--- config.mk ---
export PLATFORM = sky130hd
export DESIGN_NAME = mem_addr_ptr
export DESIGN_NICKNAME = d
export VERILOG_FILES = /design/src/rtl/addr_ptr_pkg.sv /design/src/rtl/addr_ptr_next.sv /design/src/rtl/addr_ptr_reg.sv /design/src/rtl/mem_addr_ptr.sv
export SDC_FILE = /design/constraint.sdc
export NUM_CORES = 1
export LEC_CHECK = 0
export ABC_AREA = 1
export BUFFER_PORTS_ARGS = -buffer_cell sky130_fd_sc_hd__buf_2
export CORE_AREA = 10 10 56 67
export CTS_BUF_LIST = sky130_fd_sc_hd__clkbuf_4
export CTS_CLUSTER_SIZE = 16
export DETAILED_ROUTE_END_ITERATION = 6
export DIE_AREA = 0 0 66 77
export GPL_TIMING_DRIVEN = 1
export PLACE_DENSITY = 0.77
export SETUP_SLACK_MARGIN = 0.2
export SLEW_MARGIN = 5
export SYNTH_ARGS = -nofsm -noshare
export SYNTH_HDL_FRONTEND = slang
export SYNTH_SLANG_ARGS = --single-unit
--- constraint.sdc ---
create_clock -name clk -period 3.4 [get_ports clk]
set_input_delay 0 -clock clk [delete_from_list [all_inputs] [get_ports clk]]
set_output_delay 0 -clock clk [all_outputs]
set_load 0.01 [all_outputs]
--- src/rtl/addr_ptr_pkg.sv ---
package addr_ptr_pkg;
   typedef enum logic [1:0] {
      STEP_HOLD = 2'd0,
      STEP_LOAD = 2'd1,
      STEP_RD   = 2'd2,
      STEP_WR   = 2'd3
   } step_e;
endpackage

--- src/rtl/addr_ptr_next.sv ---
module addr_ptr_next #(
   parameter int ADDR_W = 16,
   parameter int PAGE_W = 7
) (
   input  logic [ADDR_W-1:0] cur,
   output logic [ADDR_W-1:0] nxt_rd,
   output logic [ADDR_W-1:0] nxt_wr
);
   localparam int UPPER_W = ADDR_W - PAGE_W;

   // full-array increment, wraps at the top of the address space
   assign nxt_rd = cur + ADDR_W'(1);

   // page-local increment: carry is confined to the offset field
   generate
      if (UPPER_W > 0) begin : g_paged
         logic [PAGE_W-1:0] off_inc;
         assign off_inc = cur[PAGE_W-1:0] + PAGE_W'(1);
         assign nxt_wr  = {cur[ADDR_W-1:PAGE_W], off_inc};
      end else begin : g_flat
         assign nxt_wr = cur + ADDR_W'(1);
      end
   endgenerate
endmodule

--- src/rtl/addr_ptr_reg.sv ---
module addr_ptr_reg
   import addr_ptr_pkg::*;
#(
   parameter int          ADDR_W    = 16,
   parameter bit          RST_KNOWN = 1'b1,
   parameter logic [ADDR_W-1:0] RST_VAL = '0
) (
   input  logic              clk,
   input  logic              rst_n,
   input  step_e             step,
   input  logic [ADDR_W-1:0] ld_val,
   input  logic [ADDR_W-1:0] rd_val,
   input  logic [ADDR_W-1:0] wr_val,
   output logic [ADDR_W-1:0] q
);
   logic [ADDR_W-1:0] d;

   always_comb begin
      unique case (step)
         STEP_LOAD: d = ld_val;
         STEP_RD:   d = rd_val;
         STEP_WR:   d = wr_val;
         default:   d = q;
      endcase
   end

   generate
      if (RST_KNOWN) begin : g_rst_known
         always_ff @(posedge clk) begin
            if (!rst_n) q <= RST_VAL;
            else        q <= d;
         end
      end else begin : g_rst_unknown
         // models undefined power-up content
         always_ff @(posedge clk) begin
            if (!rst_n) q <= 'x;
            else        q <= d;
         end
      end
   endgenerate
endmodule

--- src/rtl/mem_addr_ptr.sv ---
module mem_addr_ptr
   import addr_ptr_pkg::*;
#(
   parameter int          ADDR_W    = 16,
   parameter int          PAGE_W    = 7,
   parameter bit          RST_KNOWN = 1'b1,
   parameter logic [ADDR_W-1:0] RST_VAL = '0
) (
   input  logic              clk,
   input  logic              rst_n,
   input  logic              load_en,
   input  logic [ADDR_W-1:0] load_addr,
   input  logic              rd_adv,
   input  logic              wr_adv,
   output logic [ADDR_W-1:0] cur_addr
);
   localparam int UPPER_W = ADDR_W - PAGE_W;

   generate
      if (PAGE_W < 1 || PAGE_W > ADDR_W) begin : g_bad_page
         $error("mem_addr_ptr: PAGE_W must lie in 1..ADDR_W");
      end
   endgenerate

   logic [ADDR_W-1:0] nxt_rd, nxt_wr;
   step_e             step;

   // load first, then write rule, then read rule
   always_comb begin
      if (load_en)     step = STEP_LOAD;
      else if (wr_adv) step = STEP_WR;
      else if (rd_adv) step = STEP_RD;
      else             step = STEP_HOLD;
   end

   addr_ptr_next #(.ADDR_W(ADDR_W), .PAGE_W(PAGE_W)) u_next (
      .cur    (cur_addr),
      .nxt_rd (nxt_rd),
      .nxt_wr (nxt_wr)
   );

   addr_ptr_reg #(.ADDR_W(ADDR_W), .RST_KNOWN(RST_KNOWN), .RST_VAL(RST_VAL)) u_reg (
      .clk    (clk),
      .rst_n  (rst_n),
      .step   (step),
      .ld_val (load_addr),
      .rd_val (nxt_rd),
      .wr_val (nxt_wr),
      .q      (cur_addr)
   );


   load_wins_chk: assert property (@(posedge clk) disable iff (!rst_n)
      load_en |=> cur_addr == $past(load_addr));


   idle_hold_chk: assert property (@(posedge clk) disable iff (!rst_n)
      (!load_en && !rd_adv && !wr_adv) |=> $stable(cur_addr));


   rd_step_chk: assert property (@(posedge clk) disable iff (!rst_n)
      (!load_en && !wr_adv && rd_adv) |=> cur_addr == $past(cur_addr) + ADDR_W'(1));


   generate
      if (UPPER_W > 0) begin : g_wr_chk
         wr_page_keep_chk: assert property (@(posedge clk) disable iff (!rst_n)
            (!load_en && wr_adv) |=> $stable(cur_addr[ADDR_W-1:PAGE_W]));
      end
   endgenerate
endmodule

# [Yosys cells after proc, flatten, opt, wreduce, memory -nomap -nowiden]
# Index checks and enable logic that the tools add are counted.
[totals] reg_bits=16 in_bits=21 out_inout_bits=16 word_cells=15
[classes] add_sub_neg=2 n_eq_ne=3 muxes=4 n_bitwise=1 n_reduce_logical=3
[ops] operator="$pmux W16 S3" count=1
[ops] operator="$add A16 B1 Y16 const B" count=1
[ops] operator="$add A7 B1 Y7 const B" count=1
[ops] operator="$mux W2" count=3
[ops] operator="$eq A2 B2 Y1 const B" count=2
[ops] operator="$reduce_bool A3 Y1" count=1
[ops] operator="$eq A2 B1 Y1 const B" count=1
[ops] operator="$reduce_and A2 Y1" count=1
[ops] operator="$reduce_bool A2 Y1" count=1
[ops] operator="$not A1 Y1" count=1

# [Logic depth before layout (Yosys ltp)]
[depth] depth_word=6 depth_mapped=10 depth_no_buf=9

# [Modules after synthesis]
# A second synthesis with hierarchy kept.
[unflattened] cells_unflattened=252 area_unflattened_um2=1517.7
[modules_own_cells] module="addr_ptr_reg" instances=1 cells_each=158 area_per_inst_um2=984.7 seq_area_each_um2=320.3
[modules_own_cells] module="addr_ptr_next" instances=1 cells_each=91 area_per_inst_um2=519.2 seq_area_each_um2=0.0
[modules_own_cells] module="mem_addr_ptr" instances=1 cells_each=3 area_per_inst_um2=13.8 seq_area_each_um2=0.0

# [Least setup slack after synthesis]
# No wires, ideal clock.
[synth_path] path_type="register to register" startpoint="register u_reg.q[0]" endpoint="register u_reg.q[10]" arrival_time_ns=1.224 required_time_ns=3.330 setup_slack_ns=2.106 path_stages_with_launch=8 synth_period_minus_slack_ns=1.294 path_cell_list="dfxtp_1 > ha_1 > nand3_1 > inv_1 > nand2_1 > o21bai_1 > nand3_1 > a21oi_1"
[synth_between] elab_chain_len=2
[synth_rtl] element="from (decl)" line="addr_ptr_reg.sv:14" source="output logic [ADDR_W-1:0] q"
[synth_rtl] element="from (signal assigned)" line="addr_ptr_reg.sv:30" source="if (!rst_n) q <= RST_VAL;"
[synth_rtl] element="from (signal assigned)" line="addr_ptr_reg.sv:31" source="else q <= d;"
[synth_rtl] element="$add A16 B1 Y16" line="addr_ptr_next.sv:12" source="assign nxt_rd = cur + ADDR_W'(1);"
[synth_rtl] element="$pmux W16 S3" line="addr_ptr_reg.sv:19" source="unique case (step)"
# No other way between the ends.
# A chain may end at the register's enable or synchronous reset.

# [Worst setup path in the final report]
# Same ends and word-level chain as after synthesis.

==> flow_summary.json <==
{
  "combinationalPowerShare_pct": 27.2,
  "drive_gt1_share_pct": 21.1,
  "ys_top_cells_by_count": "nand2_1, inv_1, o21ai_0",
  "seq_power_share_pct": 49.5,
  "largest_reg_flops": 16,
  "fillers": 260,
  "drc_errors": 0,
  "vias_per_cell": 4.94,
  "p_leak_uw": 0.000709,
  "place_ws_ps": 1720,
  "yosysTopAreaCellShare_pct": 27.7,
  "synthFlopType": "dfxtp_1",
  "diodes": 0,
  "top_layer": "met4",
  "crit_path_start_kind": "register",
  "fin_crit_ps": 1470,
  "synth.largest_area_cell": "dfxtp_1",
  "netlist-cell-type-count": 21,
  "clock_latency_ps": 300,
  "met3_length_um": 171,
  "ys_warn_count": 0,
  "met1Wirelength_um": 1360,
  "overflow": 0,
  "cpMaxStageDelayCell": "dfxtp_1",
  "slowest_delay_ps": 430,
  "netlist_top_cells_area": "dfxtp_1, nand2_1, o21ai_0",
  "p_int_uw": 305,
  "syn_avg_cell_area_um2": 6.15,
  "swShare_pct": 35.4,
  "skew_ps": 3.66,
  "crit_chain": "ha_1, nand3_1, inv_1, nand2_1, o21bai_1, nand3_1, a21oi_1",
  "yosysMostFrequentCell": "nand2_1",
  "cts_resized": 0,
  "io_pins": 37,
  "place_congestion": 0.893,
  "place_area_um2": 1350,
  "maxSlewViolCount": 0,
  "critPathBufInv": 1,
  "postRouteAntennaNets": 0,
  "hold_path_end": "u_reg.q[4]",
  "p_clk_share_pct": 23.3,
  "grt_first_pass_wirelength_um": 5460,
  "reg_top3": "u_reg.q x16",
  "antenna_found_initial": 0,
  "clk_path_buf_depth": 2,
  "synth_edf_count": 0,
  "stdcell_count": 260,
  "cp_top_family": "flip-flops",
  "initial_core_util_pct": 46.7,
  "cts.sinks": 16,
  "worstSetupEndpointType": "register",
  "fin_setup_tns_ps": 0,
  "synth.ff_latch_count": 16,
  "fin_ws_ps": 1930,
  "io_buffers": 36,
  "regMostFlops": "u_reg.q",
  "drtPass1Iterations": 4,
  "dieArea_um2": 5080,
  "tritoncts": "done",
  "worstMarginPinSlew_ps": 471,
  "ctsHtreeMaxLevel": 1,
  "numCtsBuffers": 3,
  "critical_path_class": "register to register",
  "fin_area_um2": 1410,
  "grt_start_max_net_pins": 19,
  "layout.nets": 252,
  "hp-start": "load_addr[4]",
  "r2r-end": "u_reg.q[10]",
  "synth_async_sr_flop_share_pct": 0,
  "wl_met2_um": 1480,
  "syn_to_final_growth_pct": 22.2,
  "relSlewSlack_pct": 68.5,
  "power_density_nw_per_um2": 334,
  "dieWidth_um": 66,
  "utilization_pct": 57.0,
  "syn_nets": 212,
  "cp_max_fo": 6,
  "grt_usage_pct": 12.8,
  "finalCritPeriodShare_pct": 43.2,
  "arrival_ps": 1700,
  "core_um2": 2480,
  "routedWlPerCell_um": 11.7,
  "grt_pass1_vias": 1293,
  "rsz0062_at_grt": "false",
  "die_h_um": 77,
  "maxCapViolations": 0,
  "dpl.hpwl_um": 2330,
  "outcome": "completed",
  "routed_wl_um": 3050,
  "fmaxAchievable_mhz": 680,
  "holdPathStages": 3,
  "clk_pin_slew_ps": 100,
  "synthCells": 188,
  "placementRows": 20,
  "vias": 1285,
  "switchingPower_uw": 167,
  "rrSetupSlack_ps": 1930,
  "yosysSeqAreaShare_pct": 27.7,
  "peakVddDrop_mv": 0.230,
  "syn_area_um2": 1160,
  "r2r_cells": 7,
  "drt-initial-drc-count": 47,
  "place_inst": 252,
  "timing.rr.start": "u_reg.q[0]",
  "setup_violations": 0,
  "hold_class": "input port to register",
  "hold_violations": 0,
  "worst_ep_required_time_ps": 3630,
  "cts_root_buf": "clkbuf_4",
  "cpMostUsedCell": "nand3_1"
}
==> metrics by stage <==
step	total power (µW)	hold slack, ps
after floorplan	317	138
after global placement	363	241
after detailed placement	365	265
after CTS	478	5.51
after global routing	510	42.0
final	472	15.8
==> per-layer routing <==
metal  vias to the layer above  GRT usage (%)
met4                         0           5.04
met1                       556           14.3
met3                         4           3.05
li1                        698              -
met5                         -              0
met2                        27           22.2
==> how the worst max path moves through the flow <==
stage	start	endpoint	slack (ps)	cells past startpoint
final	u_reg.q[0]	u_reg.q[10]	1930	7
after global routing	u_reg.q[0]	u_reg.q[14]	1720	7
after CTS	u_reg.q[0]	u_reg.q[10]	1930	7
after detailed placement	wr_adv	u_reg.q[3]	1720	8
after global placement	wr_adv	u_reg.q[6]	1780	9
after floorplan	u_reg.q[0]	u_reg.q[10]	2110	7
==> layout by cell type, fill, tap and decap left out <==
cell,n
nand2_1,43
buf_2,36
inv_1,26
o21ai_0,22
nand3_1,18
a21oi_1,18
nor2_1,17
dfxtp_1,16
nand4_1,5
dlygate4sd3_1,4
o21bai_1,3
nand2_2,3
nor2_2,3
ha_1,3
clkbuf_4,3
nor2_4,2
a21oi_4,1
a31oi_1,1
a211oi_1,1
mux2i_1,1
clkinv_1,1
==> cell families (layout without fill, tap and decap cells) <==
| kind of cell | count (synthesis) | after routing | share of synthesized area [%] |
|---|---|---|---|
| simple gates | 91 | 91 | 35.2 |
| compound gates | 46 | 46 | 21.9 |
| buf+inv | 31 | 70 | 11.1 |
| flops | 16 | 16 | 27.7 |
| fa+ha+maj | 3 | 3 | 3.25 |
| mux | 1 | 1 | 0.866 |
==> power groups by stage <==
stage | sequential, µW | clock, µW | combinational, µW
finish | 234 | 110 | 128
global route | 238 | 120 | 152
CTS | 234 | 113 | 130
detailed placement | 238 | 0 | 127
global placement | 238 | 0 | 125
floorplan | 242 | 0 | 74.7
==> area by class of cell <==
type | count | area [µm²] | area share (%)
clock buffers | 3 | 22.5 | 1.59
clock inverters | 1 | 3.75 | 0.266
inverters | 26 | 97.6 | 6.91
multi-input cells | 141 | 707 | 50.0
flip-flops and latches | 16 | 320 | 22.7
well taps | 33 | 41.3 | 2.92
repair buffers | 40 | 220 | 15.6
==> worst reg2reg max path, cell delays in order (launching register included) <==
cell and delay, ps:
dfxtp_1 430, ha_1 220, nand3_1 180, inv_1 160
nand2_1 80, o21bai_1 130, nand3_1 80, a21oi_1 130
==> timing repair <==
item	4_1_cts	5_1_grt
endpoints found under the hold margin	4	0
setup buffers	0	0
hold buffers	4	0
Note: power is estimated with default switching activity, not from simulation.
